### src/rtl/led_scan_pkg.sv
package led_scan_pkg;

    localparam int BCD_W = 4;
    localparam int SEG_W = 7;

    typedef logic [BCD_W-1:0] bcd_t;
    typedef logic [SEG_W-1:0] seg_t;

    // What one lit digit shows: segment pattern plus decimal point.
    typedef struct packed {
        seg_t seg;
        logic dp;
    } glyph_t;

    typedef enum logic [1:0] {
        SHOW_VALUE,
        SHOW_BLANK,
        SHOW_TEST
    } show_e;

    // Segment order {g,f,e,d,c,b,a}; non-decimal codes stay dark.
    function automatic seg_t bcd_to_seg(input bcd_t v);
        seg_t s;
        case (v)
            4'd0:    s = 7'b011_1111;
            4'd1:    s = 7'b000_0110;
            4'd2:    s = 7'b101_1011;
            4'd3:    s = 7'b100_1111;
            4'd4:    s = 7'b110_0110;
            4'd5:    s = 7'b110_1101;
            4'd6:    s = 7'b111_1101;
            4'd7:    s = 7'b000_0111;
            4'd8:    s = 7'b111_1111;
            4'd9:    s = 7'b110_1111;
            default: s = 7'b000_0000;
        endcase
        return s;
    endfunction

endpackage

### src/rtl/scan_timer.sv
module scan_timer #(
    parameter int NUM_DIGITS = 8,
    parameter int ON_TICKS   = 122,
    parameter int GAP_TICKS  = 3,
    localparam int SLOT      = ON_TICKS + GAP_TICKS,
    localparam int PH_W      = $clog2(SLOT),
    localparam int IDX_W     = $clog2(NUM_DIGITS)
) (
    input  logic             clk_i,
    input  logic             rst_i,
    input  logic             tick_i,
    output logic [IDX_W-1:0] idx_o,
    output logic             lit_o
);

    localparam logic [IDX_W-1:0] TOP_IDX = IDX_W'(NUM_DIGITS - 1);

    logic [PH_W-1:0] phase;

    always_ff @(posedge clk_i) begin
        if (rst_i) begin
            phase <= '0;
            idx_o <= TOP_IDX;
        end else if (tick_i) begin
            if (phase == PH_W'(SLOT - 1)) begin
                phase <= '0;
                idx_o <= (idx_o == '0) ? TOP_IDX : idx_o - IDX_W'(1);
            end else begin
                phase <= phase + PH_W'(1);
            end
        end
    end

    // Gap occupies the first GAP_TICKS phases of every slot.
    assign lit_o = (phase >= PH_W'(GAP_TICKS));

endmodule

### src/rtl/digit_blanker.sv
module digit_blanker #(
    parameter int NUM_DIGITS = 8,
    localparam int IDX_W     = $clog2(NUM_DIGITS)
) (
    input  logic [NUM_DIGITS*led_scan_pkg::BCD_W-1:0] digits_i,
    input  logic [IDX_W-1:0]                          dp_idx_i,
    input  logic                                      overflow_i,
    output logic [NUM_DIGITS-1:0]                     blank_o
);
    import led_scan_pkg::*;

    // zero_run[g]: digit g and everything above it are zero.
    logic [NUM_DIGITS:0] zero_run;
    assign zero_run[NUM_DIGITS] = 1'b1;

    for (genvar g = NUM_DIGITS - 1; g >= 0; g--) begin : g_pos
        assign zero_run[g] = zero_run[g+1] && (digits_i[g*BCD_W +: BCD_W] == '0);
        assign blank_o[g]  = zero_run[g] && (IDX_W'(g) > dp_idx_i) && !overflow_i;
    end

endmodule

### src/rtl/glyph_select.sv
module glyph_select (
    input  led_scan_pkg::bcd_t   value_i,
    input  logic                 blank_i,
    input  logic                 dp_here_i,
    input  logic                 test_i,
    output led_scan_pkg::glyph_t glyph_o
);
    import led_scan_pkg::*;

    show_e mode;

    always_comb begin
        if (test_i)       mode = SHOW_TEST;
        else if (blank_i) mode = SHOW_BLANK;
        else              mode = SHOW_VALUE;

        case (mode)
            SHOW_TEST:  glyph_o = '{seg: '1,                 dp: 1'b1};
            SHOW_BLANK: glyph_o = '{seg: '0,                 dp: dp_here_i};
            default:    glyph_o = '{seg: bcd_to_seg(value_i), dp: dp_here_i};
        endcase
    end

endmodule

### src/rtl/led_scan_top.sv
module led_scan_top #(
    parameter int NUM_DIGITS        = 8,
    parameter int ON_TICKS          = 122,
    parameter int GAP_TICKS         = 3,
    parameter bit STROBE_ACTIVE_LOW = 1'b0,
    parameter bit SEG_ACTIVE_LOW    = 1'b0,
    localparam int IDX_W            = $clog2(NUM_DIGITS),
    localparam int DATA_W           = NUM_DIGITS * led_scan_pkg::BCD_W
) (
    input  logic                            clk_i,
    input  logic                            rst_i,
    input  logic                            scan_tick_i,
    input  logic [DATA_W-1:0]               digits_i,
    input  logic [IDX_W-1:0]                dp_idx_i,
    input  logic                            overflow_i,
    input  logic                            disp_test_i,
    input  logic                            disp_off_i,
    output logic [NUM_DIGITS-1:0]           strobe_o,
    output logic [led_scan_pkg::SEG_W-1:0]  seg_o,
    output logic                            dp_o,
    output logic [led_scan_pkg::BCD_W-1:0]  bcd_o
);
    import led_scan_pkg::*;

    localparam logic [IDX_W-1:0] TOP_IDX = IDX_W'(NUM_DIGITS - 1);

    logic [IDX_W-1:0]      idx;
    logic                  lit;
    logic [NUM_DIGITS-1:0] blank_vec;
    bcd_t                  cur_bcd;
    logic                  dp_here;
    glyph_t                glyph;

    scan_timer #(
        .NUM_DIGITS (NUM_DIGITS),
        .ON_TICKS   (ON_TICKS),
        .GAP_TICKS  (GAP_TICKS)
    ) u_timer (
        .clk_i  (clk_i),
        .rst_i  (rst_i),
        .tick_i (scan_tick_i),
        .idx_o  (idx),
        .lit_o  (lit)
    );

    digit_blanker #(
        .NUM_DIGITS (NUM_DIGITS)
    ) u_blank (
        .digits_i   (digits_i),
        .dp_idx_i   (dp_idx_i),
        .overflow_i (overflow_i),
        .blank_o    (blank_vec)
    );

    assign cur_bcd = digits_i[BCD_W*int'(idx) +: BCD_W];
    assign dp_here = (idx == dp_idx_i) || ((idx == TOP_IDX) && overflow_i);

    glyph_select u_glyph (
        .value_i   (cur_bcd),
        .blank_i   (blank_vec[idx]),
        .dp_here_i (dp_here),
        .test_i    (disp_test_i),
        .glyph_o   (glyph)
    );

    // Registered outputs, kept in active-high form until the pins.
    logic [NUM_DIGITS-1:0] strobe_q;
    glyph_t                glyph_q;
    bcd_t                  bcd_q;
    logic                  drive;

    assign drive = lit && !disp_off_i;

    always_ff @(posedge clk_i) begin
        if (rst_i) begin
            strobe_q <= '0;
            glyph_q  <= '0;
            bcd_q    <= '0;
        end else begin
            strobe_q <= drive ? (NUM_DIGITS'(1) << idx) : '0;
            glyph_q  <= drive ? glyph : '0;
            bcd_q    <= disp_off_i ? '0 : cur_bcd;
        end
    end

    assign strobe_o = strobe_q ^ {NUM_DIGITS{STROBE_ACTIVE_LOW}};
    assign seg_o    = glyph_q.seg ^ {SEG_W{SEG_ACTIVE_LOW}};
    assign dp_o     = glyph_q.dp ^ SEG_ACTIVE_LOW;
    assign bcd_o    = bcd_q;

endmodule

### config.mk
export PLATFORM = sky130hd
export DESIGN_NAME = led_scan_top
export DESIGN_NICKNAME = d
export VERILOG_FILES = /design/src/rtl/led_scan_pkg.sv /design/src/rtl/scan_timer.sv /design/src/rtl/digit_blanker.sv /design/src/rtl/glyph_select.sv /design/src/rtl/led_scan_top.sv
export SDC_FILE = /design/constraint.sdc
export NUM_CORES = 1
export LEC_CHECK = 0
export ABC_AREA = 1
export BUFFER_PORTS_ARGS = -buffer_cell sky130_fd_sc_hd__clkbuf_2
export CAP_MARGIN = 10
export CELL_PAD_IN_SITES_DETAIL_PLACEMENT = 0
export CELL_PAD_IN_SITES_GLOBAL_PLACEMENT = 1
export CORE_ASPECT_RATIO = 0.75
export CORE_MARGIN = 8
export CORE_UTILIZATION = 31
export CTS_CLUSTER_DIAMETER = 120
export CTS_CLUSTER_SIZE = 24
export DETAILED_ROUTE_END_ITERATION = 12
export PLACE_DENSITY = 0.81
export SLEW_MARGIN = 20
export SYNTH_ARGS = -nofsm -noshare
export SYNTH_HDL_FRONTEND = slang
export SYNTH_HIERARCHICAL = 1
export SYNTH_SLANG_ARGS = --single-unit
export TNS_END_PERCENT = 20
### constraint.sdc
create_clock -name clk_i -period 5.52 [get_ports clk_i]
set_input_delay 0.552 -clock clk_i [delete_from_list [all_inputs] [get_ports clk_i]]
set_output_delay 0.552 -clock clk_i [all_outputs]
set_load 0.1 [all_outputs]
==> results by group <==
Logic synthesis
  • Syn_nets: between 400 and 500
  • Post-Syn Area: between 2000 and 2500 um^2
  • Post-synth cell types: 28
  • Cells after Synth: 350
  • Leading area contributor after synthesis: dfxtp_1
  • Post-synth top area share: 0.287
  • Synth Register Bits: 30
  • Synth Area per Inst: around 6 um^2
  • Yosys Warn Count: 6
  • Seq/Total Area, Yosys: 0.287
  • Synth area leaders: dfxtp_1, nand2_1, nor2_1

Global route
  • Pin count of the biggest net entering global routing: 26
  • Antenna violations before repair: 0
  • Remaining Overflow, GRT: 0
  • GR peak layer: met2
  • Global-route total usage across every layer: 0.122
  • Vias in the first global route: approximately 2100
  • Met1 usage: 0.153
  • First-pass GRT wire length: approximately 9700 um
  • Met2 Use GR: 0.195
  • Met3 Track Usage GR: 0.0344

Worst setup path
  • Max stage delay cell, worst path: dfxtp_1
  • WP data arrival: between 2 and 3 ns
  • Kind of critical path: reg2reg
  • Kind of end point of the critical path: flop
  • Worst Reg2Reg Path Length in Cells: 15
  • Req. time, crit path: 5.69 ns
  • Worst r2r src: u_timer/idx_o[0]
  • Worst-path fanout max: 25
  • Reg2reg setup slack: 2.97 ns
  • Reg-to-reg endpoint: seg_o[3]
  • Crit-path most repeated cell: nand2_1
  • CP startpoint kind: flop
  • CP peak stage delay: 0.85 ns
  • CP Cell Sequence: inv_2, nand2_1, nand2_1, nand2_1, nand3_1, nand2_1, inv_1, inv_1, ha_1, nand2_1, nand3_1, nand2_1, nand2_1, inv_1, nor2_1

STA
  • Fmax: 391 MHz
  • Relative slew slack: 0.457
  • Min Tclk post-route: 2.55 ns
  • Worst Tran Pin Value: around 0.81 ns
  • TNS Setup: 0 ns
  • RSZ-0062 raised after global routing: false
  • Hold Violations, Final: 0
  • Fin crit share: 0.463
  • Final setup margin: 2.97 ns
  • Max Slew Vio Count: 0
  • Final Setup Violations: 0
  • Setup skew after layout: roughly 0.008 ns

Min path
  • Min-Delay Path Class: reg2reg
  • Hold Crit Depth: 4
  • Hold path endpoint: u_timer/phase[6]
  • Hold path startpoint: u_timer/phase[6]

Clock network
  • Setup bufs post-CTS: 0
  • Skew-Pair Late Insertion Delay: just under 0.3 ns
  • CTS Root Cell: clkbuf_8
  • TritonCTS clock tree: done
  • # clock sinks: 30
  • H-tree levels: 2
  • Maximum buffer depth of the clock tree: 2
  • Post_cts resized: 0
  • CTS Hold Bufs: 0
  • Number of buffers created by CTS: 5
  • Worst-path clk slew: roughly 0.070 ns

Drt
  • Drt pass-1 iters: 4
  • Vias post-DR: about 2200
  • Via density: ~4.5
  • Routed WL per cell: 11.7 um
  • Final ANT Viol Nets: 0
  • # DRC: 0
  • DRT iter0 DRCs: 117
  • Final WL: ~5800 um

Placed design
  • Post-place setup slack: ~3 ns
  • GPL Wtd Cong: 0.831
  • Port buffer count: 60
  • HPWL Detailed: approximately 4700 um

Power and ir drop
  • LEAKAGE: between 1.5 and 2 nW
  • PD cells: about 210 nW/um^2
  • Maximum VDD drop: about 90 uV

Die
  • # rows: 26
  • # IOs: 61
  • Core box area: approximately 6700 um^2
  • Initial Utilization: 0.314
  • Die Span Y: between 80 and 90 um
  • Die Wd: between 100 and 150 um
  • Die area: approximately 9700 um^2

Final layout
  • Layout cells sized above 1: 0.224
  • Layout overhead on the synthesized area: 22.5%
  • # fillers: 769
  • Nets: ~460
  • Diode count: 0

Outcome
  • Outcome: complete, no violations

Flow run
  • Max cap viols: 0
-- critical path, delay by kind of cell (launching register included) --
kind | cells | cell delay, ns
fa+ha+maj | 1 | 0.26
buf+inv | 4 | 0.59
flops | 1 | 0.85
simple gates | 10 | 0.71
-- state kept, by name, indices dropped and copies added (netlist names) --
name	flops
u_timer/phase	7
bcd_o	4
dp_o	1
strobe_o	8
u_timer/idx_o	3
seg_o	7
-- layout by cell type, fill, tap and decap left out --
| master | count |
|---|---|
| nand2_1 | 135 |
| clkbuf_2 | 60 |
| nor2_1 | 50 |
| inv_1 | 44 |
| nand3_1 | 31 |
| dfxtp_1 | 30 |
| nor2_2 | 10 |
| ha_1 | 10 |
| clkbuf_8 | 5 |
| nand4_1 | 4 |
| nand2_2 | 4 |
| xnor2_1 | 3 |
| inv_2 | 2 |
| clkinvlp_4 | 2 |
| o21ai_0 | 2 |
| nor2_4 | 2 |
| a21oi_1 | 2 |
| or2_2 | 2 |
| nand2_4 | 2 |
| nand3b_1 | 2 |
| bufinv_16 | 1 |
| and2_1 | 1 |
| nand3_2 | 1 |
| nor3_1 | 1 |
| conb_1 | 1 |
| nor2_8 | 1 |
| o21bai_1 | 1 |
| xor2_1 | 1 |
| clkinv_1 | 1 |
-- through the flow --
step	hold WS (ns)	power (mW)	instances	area [um^2]	utilization
CTS	0.576	0.553	495	2560	0.384
finish	0.577	0.545	495	2560	0.384
detailed placement	0.564	0.324	487	2450	0.367
global placement	0.551	0.324	487	2450	0.367
floorplan	0.445	0.292	350	2090	-
global route	0.592	0.574	495	2560	0.384
-- where the power goes --
group	total (mW)	internal, mW	switching, mW	leakage, nW
Clock	0.226	0.134	0.0918	0.0504
Sequential	0.223	0.221	0.00222	0.243
Combinational	0.0960	0.0301	0.0659	1.21
-- cell type report --
type / count / area [um^2] / share of cell area
inverter: 47 / 176 / 0.0688
tap: 84 / 105 / 0.0410
sequential: 30 / 601 / 0.234
clock inverter: 3 / 45.0 / 0.0176
clock buffer: 5 / 68.8 / 0.0268
timing repair buffer: 60 / 300 / 0.117
multi-input combinational: 266 / 1270 / 0.494
-- cell families after synthesis --
family                     synth area share
adders and majority gates            0.0598
AOI/OAI and AO/OA                    0.0132
other                               0.00179
buffers and inverters                 0.108
xor gates and xnor gates             0.0167
DFF                                   0.287
and+or+nand+nor                       0.514
-- worst max-delay path by stage --
| stage | slack [ns] | start | to |
|---|---|---|---|
| final | 2.97 | u_timer/idx_o[0] | seg_o[3] |
| after global routing | 2.63 | u_timer/idx_o[0] | seg_o[3] |
| after CTS | 2.98 | u_timer/idx_o[0] | seg_o[3] |
| after detailed placement | 3.01 | u_timer/idx_o[0] | seg_o[3] |
| after global placement | 3.05 | u_timer/idx_o[0] | seg_o[3] |
| after floorplan | 3.76 | u_timer/idx_o[0] | seg_o[3] |
-- layer usage --
metal / up-vias / wire, um
li1: 1170 / -
met1: 975 / 2780
met2: 55 / 2540
met3: 4 / 401
met4: 0 / 65
met5: - / 0
-- Yosys cell counts --
cell type	instances
nand2_4	2
o21ai_0	2
and2_1	1
nor2_1	50
nor2_2	10
a21oi_1	2
nor3_1	1
inv_2	2
buf_2	3
xnor2_1	3
nand2_1	135
ha_1	10
nand3_1	31
conb_1	1
nand3b_1	2
inv_1	44
buf_6	1
clkinv_1	1
or2_2	2
buf_4	3
o21bai_1	1
dfxtp_1	30
nor2_8	1
nor2_4	2
nand4_1	4
nand3_2	1
nand2_2	4
xor2_1	1
No activity file was read; power rests on OpenSTA's default activity.
